File: src/rtl/dslope_pkg.sv
`timescale 1ns/1ps
package dslope_pkg;
  typedef enum logic [2:0] {
    ST_IDLE   = 3'd0,
    ST_RUNUP  = 3'd1,
    ST_RUNDN  = 3'd2,
    ST_RSTINT = 3'd3,
    ST_DONE   = 3'd4
  } dsc_state_e;

  // flops between the comparator pin and the sequencer
  localparam int unsigned SYNC_LAT = 2;
endpackage

File: src/rtl/dslope_bitsync.sv
`timescale 1ns/1ps
module dslope_bitsync #(
  parameter int unsigned STAGES = 2
) (
  input  logic clk,
  input  logic rst_n,
  input  logic d_i,
  output logic q_o
);
  logic [STAGES-1:0] pipe_q;

  generate
    if (STAGES == 1) begin : g_one
      always_ff @(posedge clk or negedge rst_n) begin
        if (!rst_n) pipe_q <= '0;
        else        pipe_q <= d_i;
      end
    end else begin : g_many
      always_ff @(posedge clk or negedge rst_n) begin
        if (!rst_n) pipe_q <= '0;
        else        pipe_q <= {pipe_q[STAGES-2:0], d_i};
      end
    end
  endgenerate

  assign q_o = pipe_q[STAGES-1];
endmodule

File: src/rtl/dslope_counter.sv
`timescale 1ns/1ps
module dslope_counter #(
  parameter int unsigned W = 10
) (
  input  logic         clk,
  input  logic         rst_n,
  input  logic         clr_i,
  input  logic         en_i,
  output logic [W-1:0] cnt_o
);
  logic [W-1:0] cnt_q, cnt_d;

  always_comb begin
    cnt_d = cnt_q;
    if (clr_i)     cnt_d = '0;
    else if (en_i) cnt_d = cnt_q + W'(1);
  end

  always_ff @(posedge clk or negedge rst_n) begin
    if (!rst_n) cnt_q <= '0;
    else        cnt_q <= cnt_d;
  end

  assign cnt_o = cnt_q;
endmodule

File: src/rtl/dslope_fsm.sv
`timescale 1ns/1ps
module dslope_fsm
  import dslope_pkg::*;
#(
  parameter int unsigned N       = 8,
  parameter int unsigned RST_CYC = 4,
  parameter int unsigned CW      = N + 2
) (
  input  logic          clk,
  input  logic          rst_n,
  input  logic          start_i,
  input  logic          zc_i,
  input  logic [CW-1:0] cnt_i,
  output logic          cnt_clr_o,
  output logic          cnt_en_o,
  output logic          sel_in_o,
  output logic          sel_ref_o,
  output logic          int_rst_o,
  output logic          done_o,
  output logic [N:0]    result_o,
  output logic          ovr_o
);
  localparam int unsigned RW         = N + 1;
  localparam int unsigned RUNUP_LAST = (1 << N) - 1;
  localparam int unsigned RD_LIMIT   = (1 << N) + 1 + SYNC_LAT;
  localparam int unsigned RST_LAST   = RST_CYC - 1;

  dsc_state_e state_q, state_d;
  logic [RW-1:0] res_q, res_d;
  logic          ovr_q, ovr_d;
  logic          cap_en, sat_en;
  logic [CW-1:0] adj_cnt;

  always_comb begin
    state_d = state_q;
    unique case (state_q)
      ST_IDLE:   if (start_i) state_d = ST_RUNUP;
      ST_RUNUP:  if (cnt_i == CW'(RUNUP_LAST)) state_d = ST_RUNDN;
      ST_RUNDN:  if (zc_i || (cnt_i == CW'(RD_LIMIT))) state_d = ST_RSTINT;
      ST_RSTINT: if (cnt_i == CW'(RST_LAST)) state_d = ST_DONE;
      ST_DONE:   state_d = ST_IDLE;
      default:   state_d = ST_IDLE;
    endcase
  end

  always_ff @(posedge clk or negedge rst_n) begin
    if (!rst_n) state_q <= ST_IDLE;
    else        state_q <= state_d;
  end

  assign cnt_clr_o = (state_d != state_q);
  assign cnt_en_o  = (state_q == ST_RUNUP) || (state_q == ST_RUNDN) ||
                     (state_q == ST_RSTINT);

  // capture: remove synchroniser latency, floor at zero
  assign cap_en  = (state_q == ST_RUNDN) && zc_i;
  assign sat_en  = (state_q == ST_RUNDN) && !zc_i && (cnt_i == CW'(RD_LIMIT));
  assign adj_cnt = (cnt_i >= CW'(SYNC_LAT)) ? (cnt_i - CW'(SYNC_LAT)) : '0;

  always_comb begin
    res_d = res_q;
    ovr_d = ovr_q;
    if (cap_en) begin
      res_d = adj_cnt[RW-1:0];
      ovr_d = 1'b0;
    end else if (sat_en) begin
      res_d = '1;
      ovr_d = 1'b1;
    end
  end

  always_ff @(posedge clk or negedge rst_n) begin
    if (!rst_n) begin
      res_q <= '0;
      ovr_q <= 1'b0;
    end else if (cap_en || sat_en) begin
      res_q <= res_d;
      ovr_q <= ovr_d;
    end
  end

  assign sel_in_o  = (state_q == ST_RUNUP);
  assign sel_ref_o = (state_q == ST_RUNDN);
  assign int_rst_o = (state_q == ST_RSTINT);
  assign done_o    = (state_q == ST_DONE);
  assign result_o  = res_q;
  assign ovr_o     = ovr_q;

  AST_RUNUP_LEN: assert property (@(posedge clk) disable iff (!rst_n)
    $fell(sel_in_o) |-> $past(cnt_i) == CW'(RUNUP_LAST));
  AST_RUNUP_FROM_IDLE: assert property (@(posedge clk) disable iff (!rst_n)
    $rose(sel_in_o) |-> $past(start_i));
  AST_REF_FOLLOWS_IN: assert property (@(posedge clk) disable iff (!rst_n)
    $fell(sel_in_o) |-> sel_ref_o && !int_rst_o);
  AST_RST_FOLLOWS_REF: assert property (@(posedge clk) disable iff (!rst_n)
    $fell(sel_ref_o) |-> int_rst_o && !sel_in_o);
  AST_CNT_RESTART: assert property (@(posedge clk) disable iff (!rst_n)
    $rose(sel_ref_o) |-> cnt_i == '0);
  AST_RUNDN_BOUND: assert property (@(posedge clk) disable iff (!rst_n)
    sel_ref_o |-> cnt_i <= CW'(RD_LIMIT));
  AST_RSTINT_LEN: assert property (@(posedge clk) disable iff (!rst_n)
    $fell(int_rst_o) |-> done_o && ($past(cnt_i) == CW'(RST_LAST)));
  AST_DONE_PULSE: assert property (@(posedge clk) disable iff (!rst_n)
    done_o |=> !done_o && !sel_in_o);
  AST_RESULT_HELD: assert property (@(posedge clk) disable iff (!rst_n)
    (sel_in_o || done_o) |=> $stable(result_o) && $stable(ovr_o));
  AST_OVR_SAT: assert property (@(posedge clk) disable iff (!rst_n)
    ovr_o |-> result_o == '1);
endmodule

File: src/rtl/dslope_ctrl.sv
`timescale 1ns/1ps
module dslope_ctrl
  import dslope_pkg::*;
#(
  parameter int unsigned N       = 8,
  parameter int unsigned RST_CYC = 4
) (
  input  logic       clk,
  input  logic       rst_n,
  input  logic       start_i,
  input  logic       cmp_zero_i,
  output logic       sel_in_o,
  output logic       sel_ref_o,
  output logic       int_rst_o,
  output logic       done_o,
  output logic [N:0] result_o,
  output logic       ovr_o
);
  localparam int unsigned CW = N + 2;

  logic          rst_sync_n;
  logic          zc_sync;
  logic          cnt_clr, cnt_en;
  logic [CW-1:0] cnt;

  dslope_bitsync #(.STAGES(2)) u_rst_sync (
    .clk   (clk),
    .rst_n (rst_n),
    .d_i   (1'b1),
    .q_o   (rst_sync_n)
  );

  dslope_bitsync #(.STAGES(SYNC_LAT)) u_cmp_sync (
    .clk   (clk),
    .rst_n (rst_sync_n),
    .d_i   (cmp_zero_i),
    .q_o   (zc_sync)
  );

  dslope_counter #(.W(CW)) u_cnt (
    .clk   (clk),
    .rst_n (rst_sync_n),
    .clr_i (cnt_clr),
    .en_i  (cnt_en),
    .cnt_o (cnt)
  );

  dslope_fsm #(.N(N), .RST_CYC(RST_CYC), .CW(CW)) u_fsm (
    .clk       (clk),
    .rst_n     (rst_sync_n),
    .start_i   (start_i),
    .zc_i      (zc_sync),
    .cnt_i     (cnt),
    .cnt_clr_o (cnt_clr),
    .cnt_en_o  (cnt_en),
    .sel_in_o  (sel_in_o),
    .sel_ref_o (sel_ref_o),
    .int_rst_o (int_rst_o),
    .done_o    (done_o),
    .result_o  (result_o),
    .ovr_o     (ovr_o)
  );

  AST_SEL_EXCLUSIVE: assert property (@(posedge clk) disable iff (!rst_sync_n)
    $countones({sel_in_o, sel_ref_o, int_rst_o, done_o}) <= 1);
endmodule

File: config.mk
export PLATFORM = sky130hd
export DESIGN_NAME = dslope_ctrl
export DESIGN_NICKNAME = d
export VERILOG_FILES = /design/src/rtl/dslope_pkg.sv /design/src/rtl/dslope_bitsync.sv /design/src/rtl/dslope_counter.sv /design/src/rtl/dslope_fsm.sv /design/src/rtl/dslope_ctrl.sv
export SDC_FILE = /design/constraint.sdc
export NUM_CORES = 1
export LEC_CHECK = 0
export BUFFER_PORTS_ARGS = -buffer_cell sky130_fd_sc_hd__clkbuf_2
export CAP_MARGIN = 30
export CORE_ASPECT_RATIO = 1.2
export CORE_MARGIN = 4
export CORE_UTILIZATION = 57
export DETAILED_ROUTE_END_ITERATION = 6
export PLACE_DENSITY_LB_ADDON = 0.2
export SLEW_MARGIN = 5
export SYNTH_ARGS = -nofsm -noshare
export SYNTH_HDL_FRONTEND = slang
export SYNTH_SLANG_ARGS = --single-unit
File: constraint.sdc
create_clock -name clk -period 2 [get_ports clk]
set_input_delay 0.1 -clock clk [delete_from_list [all_inputs] [get_ports clk]]
set_output_delay 0.1 -clock clk [all_outputs]
set_load 0.02 [all_outputs]
==> flow_summary.html <==
<table>
<tr><th>Metric</th><th>Value</th></tr>
<tr><th colspan="2">Run status</th></tr>
<tr><td>Outcome</td><td>completed</td></tr>
<tr><th colspan="2">Routing</th></tr>
<tr><td>Starting DRC count in detailed routing</td><td>12</td></tr>
<tr><td>Drt pass-1 iters</td><td>4</td></tr>
<tr><td>Via Count</td><td>1162</td></tr>
<tr><td>Number of design rule violations left after detail routing</td><td>0</td></tr>
<tr><td>Overall routed net length</td><td>3070 µm</td></tr>
<tr><td>Detail Route Antenna Nets</td><td>0</td></tr>
<tr><td>Wirelength per Cell</td><td>15.4 µm</td></tr>
<tr><td>Routed via count divided by cell count</td><td>5.84</td></tr>
<tr><th colspan="2">Critical path</th></tr>
<tr><td>Reg2reg setup slack</td><td>70 ps</td></tr>
<tr><td>Arrival time reported for the critical path endpoint</td><td>2160 ps</td></tr>
<tr><td>Worst path required time</td><td>2230 ps</td></tr>
<tr><td>Sort of element at the start of the critical path</td><td>flip-flop</td></tr>
<tr><td>Largest fanout of any net on the critical path</td><td>4</td></tr>
<tr><td>Critical path type</td><td>reg -&gt; reg</td></tr>
<tr><td>Worst reg2reg path depth</td><td>6</td></tr>
<tr><td>Crit path capture type</td><td>flip-flop</td></tr>
<tr><th colspan="2">CTS</th></tr>
<tr><td>Maximum number of buffers from clock root to sink</td><td>2</td></tr>
<tr><td>Buffer cell driving the clock tree root</td><td>sky130_fd_sc_hd__clkbuf_4</td></tr>
<tr><td>Depth of the CTS H-tree</td><td>1</td></tr>
<tr><td>CTS Buf Count</td><td>3</td></tr>
<tr><td>Total clock sinks</td><td>27</td></tr>
<tr><td>Clock latency reported for the late side of the worst-skew pair</td><td>330 ps</td></tr>
<tr><td>Clock transition at the registers of the reported paths</td><td>140 ps</td></tr>
<tr><td>Clock tree from TritonCTS</td><td>done</td></tr>
<tr><th colspan="2">Synth</th></tr>
<tr><td>Mean instance size in the synthesized netlist</td><td>10.3 µm²</td></tr>
<tr><td>Share of synthesized area occupied by flip-flops and latches</td><td>46.4%</td></tr>
<tr><td>Post-Syn Area</td><td>1460 µm²</td></tr>
<tr><td>Count of flip-flops with a built-in enable after synthesis</td><td>0</td></tr>
<tr><td>Post-synthesis sequential element count</td><td>27</td></tr>
<tr><td>Cell type with the largest total area after synthesis</td><td>sky130_fd_sc_hd__dfrtp_1</td></tr>
<tr><td>Async set or reset register ratio after synthesis</td><td>100%</td></tr>
<tr><td>Yosys warning total</td><td>0</td></tr>
<tr><td>Count of different cell masters after synthesis</td><td>43</td></tr>
<tr><td>Net count after synthesis</td><td>150</td></tr>
<tr><td>Cell types occupying the most area after synthesis</td><td>sky130_fd_sc_hd__dfrtp_1, sky130_fd_sc_hd__a21oi_1, sky130_fd_sc_hd__xnor2_1</td></tr>
<tr><td>Cells after Synth</td><td>142</td></tr>
<tr><td>Area fraction of the dominant cell type after synthesis</td><td>46.4%</td></tr>
<tr><td>Most instantiated flip-flop cell in the synthesis netlist</td><td>sky130_fd_sc_hd__dfrtp_1</td></tr>
<tr><th colspan="2">Die</th></tr>
<tr><td>Die boundary height</td><td>63.4 µm</td></tr>
<tr><td>Placeable core area</td><td>2380 µm²</td></tr>
<tr><td>Cell row count</td><td>19</td></tr>
<tr><td>Starting density of the core</td><td>61.3%</td></tr>
<tr><td>Die ar.</td><td>3430 µm²</td></tr>
<tr><td>X dimension of the die</td><td>54.2 µm</td></tr>
<tr><td>Number of primary I/O pins</td><td>18</td></tr>
<tr><th colspan="2">Placed design</th></tr>
<tr><td>Count of buffers from port buffering</td><td>17</td></tr>
<tr><td>Final weighted congestion of routability-driven global placement</td><td>0.834</td></tr>
<tr><td>HPWL after detailed placement</td><td>2240 µm</td></tr>
<tr><th colspan="2">Timing</th></tr>
<tr><td>Part of the cycle the worst path needs</td><td>96.5%</td></tr>
<tr><td>Count of pins over their slew limit</td><td>0</td></tr>
<tr><td>Max transition margin</td><td>66.6%</td></tr>
<tr><td>Final hold viol count</td><td>0</td></tr>
<tr><td>Slew of the pin with the lowest slew margin</td><td>500 ps</td></tr>
<tr><td>Summed negative setup slack over all endpoints</td><td>0 ps</td></tr>
<tr><td>Max Clock Freq</td><td>0.518 GHz</td></tr>
<tr><td>Setup-violating endpoint count in the final report</td><td>0</td></tr>
<tr><td>Final Critical Period</td><td>1930 ps</td></tr>
<tr><td>Worst Skew</td><td>1.68 ps</td></tr>
<tr><th colspan="2">Hold path</th></tr>
<tr><td>Worst hold path cell count</td><td>3</td></tr>
<tr><td>Classification of the worst-slack hold path</td><td>in -&gt; reg</td></tr>
<tr><th colspan="2">Finish</th></tr>
<tr><td>Fillers</td><td>195</td></tr>
<tr><td>Antenna diode count</td><td>0</td></tr>
<tr><td>Top library cells by usage in the layout, fill and taps aside</td><td>sky130_fd_sc_hd__dfrtp_1, sky130_fd_sc_hd__clkbuf_2, sky130_fd_sc_hd__a21oi_1</td></tr>
<tr><td>Fraction of layout instances using a drive strength above 1</td><td>27.4%</td></tr>
<tr><td>Total Nets Final</td><td>177</td></tr>
<tr><td>Leading cell type in the layout, fill and taps excluded</td><td>sky130_fd_sc_hd__dfrtp_1</td></tr>
<tr><td>Layout-stage area growth over the synthesis result</td><td>14.4%</td></tr>
<tr><th colspan="2">Global routing</th></tr>
<tr><td>Vias in the first global route</td><td>1157</td></tr>
<tr><td>Wire length of the first global-routing pass</td><td>5100 µm</td></tr>
<tr><td>Maximum number of pins on one net before global-route repair</td><td>26</td></tr>
<tr><td>Number of antenna violations at the first check in global routing</td><td>0</td></tr>
<tr><td>Total routing resource utilization after global routing</td><td>20.0%</td></tr>
<tr><td>Overflow left after global routing</td><td>0</td></tr>
<tr><th colspan="2">Power</th></tr>
<tr><td>Peak ir drop on the vdd network</td><td>0.000359 V</td></tr>
<tr><td>Final Total Pwr</td><td>0.000808 W</td></tr>
<tr><td>Total power density per cell area</td><td>484 nW/µm²</td></tr>
<tr><td>Leakage power of the design</td><td>0.762 nW</td></tr>
<tr><th colspan="2">Job</th></tr>
<tr><td>Number of max-cap violations</td><td>0</td></tr>
</table>
==> through the flow <==
step	instances	area, µm²	util, %	hold slack (ps)	setup WS, ps
after floorplan	142	1460	-	-196	57.8
after global placement	189	1580	66.4	-116	97.7
after detailed placement	189	1580	66.4	-106	44.5
after CTS	195	1630	68.4	8.82	6.14
after global routing	199	1670	70.2	53.0	-5.58
final	199	1670	70.2	24.0	69.9
==> state kept, by name, indices dropped and copies added (netlist names) <==
register,cells
u_fsm.state_q,3
u_rst_sync.pipe_q,2
u_fsm.ovr_o,1
u_cnt.cnt_o,10
u_cmp_sync.pipe_q,2
u_fsm.result_o,9
==> cell families after synthesis <==
family                   Yosys count  share of synthesized area (%)
AND/OR/NAND/NOR                   47                           20.5
AO/OA/AOI/OAI                     34                           15.9
flip-flops                        27                           46.4
buffers and inverters             17                           6.35
XOR/XNOR                          12                           7.21
adder cells (fa/ha/maj)            4                           3.43
other                              1                          0.257
==> power by group <==
group / total (W) / leakage, nW / switching, W / internal (W)
clock network: 0.000239 / 0.0150 / 0.000160 / 0.0000785
logic: 0.0000178 / 0.403 / 0.0000118 / 0.00000600
registers: 0.000552 / 0.344 / 0.00000162 / 0.000550
total: 0.000808 / 0.762 / 0.000174 / 0.000634
==> worst max-delay path, stage by stage, from the launching register on <==
cell and delay, ps:
sky130_fd_sc_hd__dfrtp_2 450, sky130_fd_sc_hd__buf_4 160, sky130_fd_sc_hd__ha_1 180, sky130_fd_sc_hd__or3_1 430, sky130_fd_sc_hd__nor3_4 220, sky130_fd_sc_hd__a21oi_1 100, sky130_fd_sc_hd__a221o_1 310
==> cell type report <==
type	instances	area [µm²]	share of cell area [%]
multi-input cells	98	702	42.1
flip-flops and latches	27	678	40.7
inverters	8	30.0	1.80
repair buffers	31	193	11.6
well taps	31	38.8	2.33
clock buffers	4	26.3	1.58
==> metal layers <==
metal  share of wire [%]  global-route usage, %
met1                  44                   24.5
met2                  51                   33.5
met3                 2.8                   2.12
met4                 1.9                   9.35
met5                   0                      0
==> Yosys cell counts (2+ instances only) <==
cell type                  count
sky130_fd_sc_hd__xnor2_1       8
sky130_fd_sc_hd__nor4_1        3
sky130_fd_sc_hd__nor2_1       10
sky130_fd_sc_hd__nand2_1       6
sky130_fd_sc_hd__nor3b_1       4
sky130_fd_sc_hd__and2_1        2
sky130_fd_sc_hd__ha_1          4
sky130_fd_sc_hd__dfrtp_1      27
sky130_fd_sc_hd__o21ai_0       3
sky130_fd_sc_hd__buf_4         3
sky130_fd_sc_hd__inv_1         8
sky130_fd_sc_hd__a21oi_1      14
sky130_fd_sc_hd__clkbuf_1      2
sky130_fd_sc_hd__buf_6         2
sky130_fd_sc_hd__xor2_1        4
sky130_fd_sc_hd__a31oi_1       2
sky130_fd_sc_hd__a221o_1       6
sky130_fd_sc_hd__or3_2         2
sky130_fd_sc_hd__or3_1         3
sky130_fd_sc_hd__nor3_1        4
sky130_fd_sc_hd__nand3_1       3
==> what timing repair did <==
item / 4_1_cts / 5_1_grt
endpoints found under the hold margin: 3 / 0
gates resized for setup: 0 / 6
setup buffers: 0 / 3
hold buffers: 2 / 0
setup endpoints to repair: 0 / 18
==> final timing paths <==
check | end | start
worst max-delay path | u_fsm.result_o[1]$_DFFE_PN0P_ | u_cnt.cnt_o[1]$_DFFE_PN0P_
worst min-delay path | u_fsm.state_q[0]$_DFF_PN0_ | start_i
worst max register to register | u_fsm.result_o[1]$_DFFE_PN0P_ | u_cnt.cnt_o[1]$_DFFE_PN0P_
worst min register to register | u_cnt.cnt_o[8]$_DFFE_PN0P_ | u_rst_sync.pipe_q[1]$_DFF_PN0_
max in group asynchronous | u_cnt.cnt_o[3]$_DFFE_PN0P_ | u_rst_sync.pipe_q[1]$_DFF_PN0_
min in group asynchronous | u_rst_sync.pipe_q[0]$_DFF_PN0_ | rst_n
No activity file was read; power rests on OpenSTA's default activity.
